File: config.mk
export PLATFORM = sky130hd
export DESIGN_NAME = sa_inv_writer
export DESIGN_NICKNAME = d
export VERILOG_FILES = /design/src/rtl/sa_wr_pkg.sv /design/src/rtl/sa_part_xor.sv /design/src/rtl/sa_mismatch.sv /design/src/rtl/sa_fault_cache.sv /design/src/rtl/sa_inv_writer.sv
export SDC_FILE = /design/constraint.sdc
export NUM_CORES = 1
export LEC_CHECK = 0
export BUFFER_PORTS_ARGS = -buffer_cell sky130_fd_sc_hd__buf_2
export CAP_MARGIN = 20
export CORE_UTILIZATION = 52
export CTS_BUF_LIST = sky130_fd_sc_hd__clkbuf_8
export CTS_CLUSTER_DIAMETER = 200
export DETAILED_ROUTE_END_ITERATION = 10
export HOLD_SLACK_MARGIN = 0.06
export PLACE_DENSITY = 0.8
export SLEW_MARGIN = 10
export SYNTH_ARGS = -nofsm -noshare
export SYNTH_HDL_FRONTEND = slang
export SYNTH_HIERARCHICAL = 1
export SYNTH_SLANG_ARGS = --single-unit
File: constraint.sdc
create_clock -name clk_i -period 3.95 [get_ports clk_i]
set_input_delay 0.5925 -clock clk_i [delete_from_list [all_inputs] [get_ports clk_i]]
set_output_delay 0.5925 -clock clk_i [all_outputs]
set_load 0.02 [all_outputs]
File: src/rtl/sa_wr_pkg.sv
package sa_wr_pkg;
  typedef enum logic [2:0] {
    ST_IDLE,
    ST_WRITE,
    ST_VERIFY,
    ST_REWRITE,
    ST_VERIFY2,
    ST_DONE
  } wr_state_e;
endpackage

File: src/rtl/sa_part_xor.sv
module sa_part_xor #(
  parameter int DATA_W = 64,
  parameter int PART_W = 8,
  localparam int NPART = DATA_W / PART_W
) (
  input  logic [DATA_W-1:0] data_i,
  input  logic [NPART-1:0]  inv_i,
  output logic [DATA_W-1:0] data_o
);
  for (genvar p = 0; p < NPART; p++) begin : g_part
    assign data_o[p*PART_W +: PART_W] = data_i[p*PART_W +: PART_W] ^ {PART_W{inv_i[p]}};
  end
endmodule

File: src/rtl/sa_mismatch.sv
module sa_mismatch #(
  parameter int DATA_W = 64,
  parameter int PART_W = 8,
  localparam int NPART = DATA_W / PART_W,
  localparam int WORD_W = DATA_W + NPART,
  localparam int POS_W = $clog2(DATA_W)
) (
  input  logic [WORD_W-1:0] exp_i,
  input  logic [WORD_W-1:0] got_i,
  output logic [NPART-1:0]  part_mask_o,
  output logic              first_hit_o,
  output logic [POS_W-1:0]  first_pos_o,
  output logic              first_val_o
);
  logic [WORD_W-1:0] diff;
  assign diff = exp_i ^ got_i;

  for (genvar p = 0; p < NPART; p++) begin : g_part
    assign part_mask_o[p] = (|diff[p*PART_W +: PART_W]) | diff[DATA_W+p];
  end

  // lowest mismatching data bit
  always_comb begin
    first_hit_o = 1'b0;
    first_pos_o = '0;
    first_val_o = 1'b0;
    for (int i = DATA_W - 1; i >= 0; i--) begin
      if (diff[i]) begin
        first_hit_o = 1'b1;
        first_pos_o = POS_W'(i);
        first_val_o = got_i[i];
      end
    end
  end
endmodule

File: src/rtl/sa_fault_cache.sv
module sa_fault_cache #(
  parameter int ADDR_W  = 4,
  parameter int DATA_W  = 64,
  parameter int PART_W  = 8,
  parameter int CACHE_N = 4,
  localparam int NPART = DATA_W / PART_W,
  localparam int POS_W = $clog2(DATA_W),
  localparam int PIDX_W = (NPART > 1) ? $clog2(NPART) : 1,
  localparam int PSH = $clog2(PART_W),
  localparam int PTR_W = (CACHE_N > 1) ? $clog2(CACHE_N) : 1
) (
  input  logic              clk_i,
  input  logic              rst_ni,
  input  logic [ADDR_W-1:0] lk_addr_i,
  input  logic [DATA_W-1:0] lk_data_i,
  output logic [NPART-1:0]  lk_inv_o,
  input  logic              ins_i,
  input  logic [ADDR_W-1:0] ins_addr_i,
  input  logic [POS_W-1:0]  ins_pos_i,
  input  logic              ins_val_i
);
  logic [CACHE_N-1:0] vld_q;
  logic [ADDR_W-1:0]  addr_q [CACHE_N];
  logic [POS_W-1:0]   pos_q  [CACHE_N];
  logic [CACHE_N-1:0] val_q;
  logic [PTR_W-1:0]   ptr_q;

  always_ff @(posedge clk_i or negedge rst_ni) begin
    if (!rst_ni) begin
      vld_q <= '0;
      val_q <= '0;
      ptr_q <= '0;
      for (int e = 0; e < CACHE_N; e++) begin
        addr_q[e] <= '0;
        pos_q[e]  <= '0;
      end
    end else if (ins_i) begin
      vld_q[ptr_q]  <= 1'b1;
      addr_q[ptr_q] <= ins_addr_i;
      pos_q[ptr_q]  <= ins_pos_i;
      val_q[ptr_q]  <= ins_val_i;
      ptr_q <= (ptr_q == PTR_W'(CACHE_N - 1)) ? '0 : ptr_q + 1'b1;
    end
  end

  always_comb begin
    lk_inv_o = '0;
    for (int e = 0; e < CACHE_N; e++) begin
      if (vld_q[e] && addr_q[e] == lk_addr_i)
        lk_inv_o[PIDX_W'(pos_q[e] >> PSH)] = lk_inv_o[PIDX_W'(pos_q[e] >> PSH)]
                                             | (lk_data_i[pos_q[e]] ^ val_q[e]);
    end
  end
endmodule

File: src/rtl/sa_inv_writer.sv
module sa_inv_writer
  import sa_wr_pkg::*;
#(
  parameter int DATA_W  = 64,
  parameter int PART_W  = 8,
  parameter int ADDR_W  = 4,
  parameter int CACHE_N = 4,
  localparam int NPART = DATA_W / PART_W,
  localparam int WORD_W = DATA_W + NPART,
  localparam int POS_W = $clog2(DATA_W)
) (
  input  logic              clk_i,
  input  logic              rst_ni,
  input  logic              wr_valid_i,
  output logic              wr_ready_o,
  input  logic [ADDR_W-1:0] wr_addr_i,
  input  logic [DATA_W-1:0] wr_data_i,
  output logic              done_o,
  output logic              fail_o,
  output logic [NPART-1:0]  fail_mask_o,
  output logic              mem_we_o,
  output logic [ADDR_W-1:0] mem_addr_o,
  output logic [WORD_W-1:0] mem_wdata_o,
  input  logic [WORD_W-1:0] mem_rdata_i,
  input  logic [ADDR_W-1:0] rd_addr_i,
  output logic [DATA_W-1:0] rd_data_o
);
  wr_state_e         state_q;
  logic [ADDR_W-1:0] addr_q;
  logic [DATA_W-1:0] data_q;
  logic [NPART-1:0]  inv_q;
  logic [NPART-1:0]  fail_q;

  logic [NPART-1:0]  lk_inv;
  logic [DATA_W-1:0] enc_data;
  logic [NPART-1:0]  mm_mask;
  logic              mm_hit;
  logic [POS_W-1:0]  mm_pos;
  logic              mm_val;
  logic              learn;

  sa_part_xor #(.DATA_W(DATA_W), .PART_W(PART_W)) u_enc (
    .data_i(data_q), .inv_i(inv_q), .data_o(enc_data)
  );

  sa_part_xor #(.DATA_W(DATA_W), .PART_W(PART_W)) u_dec (
    .data_i(mem_rdata_i[DATA_W-1:0]), .inv_i(mem_rdata_i[WORD_W-1:DATA_W]), .data_o(rd_data_o)
  );

  sa_mismatch #(.DATA_W(DATA_W), .PART_W(PART_W)) u_cmp (
    .exp_i(mem_wdata_o), .got_i(mem_rdata_i), .part_mask_o(mm_mask),
    .first_hit_o(mm_hit), .first_pos_o(mm_pos), .first_val_o(mm_val)
  );

  assign learn = (state_q == ST_VERIFY) && (|mm_mask) && mm_hit;

  sa_fault_cache #(.ADDR_W(ADDR_W), .DATA_W(DATA_W), .PART_W(PART_W), .CACHE_N(CACHE_N)) u_cache (
    .clk_i, .rst_ni,
    .lk_addr_i(wr_addr_i), .lk_data_i(wr_data_i), .lk_inv_o(lk_inv),
    .ins_i(learn), .ins_addr_i(addr_q), .ins_pos_i(mm_pos), .ins_val_i(mm_val)
  );

  assign wr_ready_o  = (state_q == ST_IDLE);
  assign mem_we_o    = (state_q == ST_WRITE) || (state_q == ST_REWRITE);
  assign mem_addr_o  = wr_ready_o ? rd_addr_i : addr_q;
  assign mem_wdata_o = {inv_q, enc_data};
  assign done_o      = (state_q == ST_DONE);
  assign fail_o      = done_o && (|fail_q);
  assign fail_mask_o = fail_q;

  always_ff @(posedge clk_i or negedge rst_ni) begin
    if (!rst_ni) begin
      state_q <= ST_IDLE;
      addr_q  <= '0;
      data_q  <= '0;
      inv_q   <= '0;
      fail_q  <= '0;
    end else begin
      unique case (state_q)
        ST_IDLE: if (wr_valid_i) begin
          addr_q  <= wr_addr_i;
          data_q  <= wr_data_i;
          inv_q   <= lk_inv;
          fail_q  <= '0;
          state_q <= ST_WRITE;
        end
        ST_WRITE:   state_q <= ST_VERIFY;
        ST_VERIFY: begin
          if (|mm_mask) begin
            inv_q   <= inv_q ^ mm_mask;
            state_q <= ST_REWRITE;
          end else begin
            state_q <= ST_DONE;
          end
        end
        ST_REWRITE: state_q <= ST_VERIFY2;
        ST_VERIFY2: begin
          fail_q  <= mm_mask;
          state_q <= ST_DONE;
        end
        ST_DONE:    state_q <= ST_IDLE;
        default:    state_q <= ST_IDLE;
      endcase
    end
  end
endmodule

==> flow_summary.json <==
{
  "outcome": "complete, but fails checks",
  "violations": "negative setup slack",
  "vias_per_cell": 6.168,
  "rows": 58,
  "leakagePower_nw": 7.425,
  "post-synth-top-area-cell": "dfrtp_1",
  "layout-drive-gt1-share_pct": 42.25,
  "syn_inst": 1325,
  "cts_buffer_depth": 2,
  "crit_type": "reg -> reg",
  "synth_area_um2": 13370,
  "crit_required_ns": 4.28,
  "yosys-top-cells-count": "xor2_1 (178), dfrtp_1 (137), mux2_2 (99), nand2_1 (87), nor2_1 (64)",
  "critical_path.max_fanout": 7,
  "cts_buffers": 17,
  "period_needed_ns": 4.039,
  "drt_iter0_drc": 1296,
  "clkSinkCount": 137,
  "swShare_pct": 49.28,
  "synth_ff_type": "dfrtp_1",
  "p_total_mw": 13.04,
  "max_cap_viol_count": 0,
  "final_max_slew_viol_count": 0,
  "synth_edf_count": 0,
  "fmax_mhz": 247.6,
  "cp.arrival_ns": 4.37,
  "dieArea_um2": 26350,
  "tritoncts": "built",
  "p_int_mw": 6.613,
  "grt_max_degree": 69,
  "pwr-share-clk_pct": 9.2,
  "start_util_pct": 53.09,
  "clk_pin_slew_ns": 0.10,
  "clk_latency_ns": 0.46,
  "hold_viol": 0,
  "rsz0062_at_grt": "true",
  "ys_seq_area_share_pct": 25.65,
  "seq_power_share_pct": 20.6,
  "relSlewSlack_pct": 47.67,
  "vdd_drop_max_v": 0.0005231,
  "placed_cells": 2024,
  "dr.pass1.iters": 5,
  "fp.dieH_um": 162.3,
  "io_buffers": 298,
  "synth_top_area_share_pct": 25.65,
  "synth_nets": 1477,
  "synth-seq-cells": 137,
  "grt_pass1_wl_mm": 69.10,
  "finalWirelength_mm": 45.40,
  "timing.final.ws_setup_ns": -0.08920,
  "die_x_um": 162.3,
  "clock-root-buffer": "clkbuf_8",
  "ys_types": 100,
  "grt_pass1_vias": 12156,
  "wl_per_cell_um": 21.98,
  "setup_violations": 6,
  "tightest_slew_ns": 0.7850,
  "postRouteAntennaNets": 0,
  "dr_total_vias": 12737,
  "skew_ns": 0.01935,
  "instances_no_fill": 2065,
  "async_flop_share_pct": 100.0,
  "drc": 0,
  "fin_util_pct": 65.72,
  "final_nets": 1874,
  "power.switching_mw": 6.425,
  "antenna_found_initial": 0,
  "ys_warn_count": 6,
  "n_antenna_cell": 0,
  "htree_levels": 4,
  "comb_power_share_pct": 70.2,
  "synth_area_leaders": "dfrtp_1 (26%), xor2_1 (12%), mux4_2 (9.8%), mux2_2 (8.3%), xnor2_1 (3.7%)",
  "end_kind": "register",
  "fin_crit_sh_pct": 102.3,
  "area_growth_pct": 23.80,
  "grt_overflow": 0,
  "min_path_type": "in -> async",
  "startpoint_type": "register",
  "yosysMostFrequentCell": "xor2_1",
  "pin_count": 299,
  "power_density_nw_per_um2": 787.8,
  "nFillCells": 1980,
  "place_congestion": 1.010,
  "track_usage_pct": 34.31,
  "dpl.hpwl_mm": 36.03,
  "holdBufCountCts": 0,
  "syn_area_per_cell_um2": 10.09,
  "core_um2": 25180
}
## layout by cell type, fill, tap and decap left out, types with 47 or more instances in the layout
| cell | count |
|---|---|
| dfrtp_1 | 136 |
| mux4_2 | 63 |
| xor2_1 | 178 |
| inv_1 | 51 |
| buf_4 | 140 |
| nand2_1 | 86 |
| buf_2 | 297 |
| mux2_2 | 94 |
| nor2_1 | 63 |
| xnor2_1 | 57 |
| nand2b_1 | 47 |
## layer usage
layer / GRT usage, % / part of all wire [%] / up-vias
met5: 0 / 0 / -
met4: 15.09 / 4.3 / 0
met3: 5.959 / 9.8 / 132
met2: 56.16 / 46 / 796
met1: 44.52 / 40 / 6181
li1: - / - / 5628
## metrics by stage
stage,area (um2),TNS [ns],setup WS [ns],hold WS (ns)
3_3_place_gp,15990,-0.8407,-0.2101,0.4405
2_1_floorplan,13370,0,0.1770,0.2969
5_1_grt,16550,-5.734,-0.1915,0.1754
3_5_place_dp,15990,-1.031,-0.2041,0.4476
4_1_cts,16450,-0.5563,-0.1266,0.1464
6_report,16550,-0.3361,-0.08920,0.1390
## sequential cells by signal (all words and copies together) (netlist names)
register	flops
u_cache/vld_q	4
inv_q	8
u_cache/val_q	4
u_cache/pos_q	24
u_cache/addr_q	16
fail_mask_o	8
addr_q	4
state_q	3
u_cache/ptr_q	2
data_q	64
## layout make-up
| class | count | area (um2) | area share, % |
|---|---|---|---|
| Clock buffer | 18 | 247.7 | 1.497 |
| Timing Repair Buffer | 455 | 2849 | 17.21 |
| Tap cell | 330 | 412.9 | 2.495 |
| Sequential cell | 137 | 3430 | 20.72 |
| Clock inverter | 14 | 146.4 | 0.8846 |
| Inverter | 51 | 191.4 | 1.157 |
| Multi-Input combinational cell | 1060 | 9273 | 56.03 |
## worst paths after layout
path	endpoint	cells past startpoint	startpoint	slack, ns
max	inv_q[1]	17	u_cache/pos_q[18]	-0.09
min	fail_mask_o[3]	1	rst_ni	0.14
max reg2reg	inv_q[1]	17	u_cache/pos_q[18]	-0.09
min reg2reg	u_cache/vld_q[1]	1	u_cache/vld_q[1]	0.47
max in group asynchronous	inv_q[4]	2	rst_ni	2.82
min in group clk_i	data_q[23]	2	wr_data_i[23]	0.43
## timing repair
action	in CTS	in global routing
pin swaps	11	11
setup endpoints to repair	5	52
setup buffers	5	4
gates resized for setup	11	21
## critical path: stages, from the launching register on
cell and delay [ns]:
dfrtp_1 0.40, buf_12 0.15, buf_4 0.13, mux4_1 0.60
nand4_1 0.17, nand2_2 0.10, nor4_4 0.35, buf_4 0.18
mux2i_2 0.22, buf_4 0.17, o21bai_4 0.10, a211o_2 0.32
o211ai_1 0.14, nand4_1 0.15, mux2_4 0.30, nor2_2 0.09
a21oi_1 0.04, mux2_4 0.29
## power by group through the flow
stage	logic [mW]	registers (mW)	clock network, mW
4_1_cts	8.95	2.67	1.21
6_report	9.16	2.69	1.20
3_3_place_gp	8.59	2.66	0
3_5_place_dp	8.76	2.70	0
2_1_floorplan	6.19	2.46	0
5_1_grt	9.76	2.76	1.28
## logic make-up after synthesis
group,count (synthesis),share of synthesized area [%]
XOR/XNOR,236,15.52
multiplexers,209,24.19
buffers and inverters,128,5.485
AO/OA/AOI/OAI,197,10.60
AND/OR/NAND/NOR,398,16.93
flip-flops,137,25.65
adder cells (fa/ha/maj),20,1.638
No activity file was read; power rests on OpenSTA's default activity.
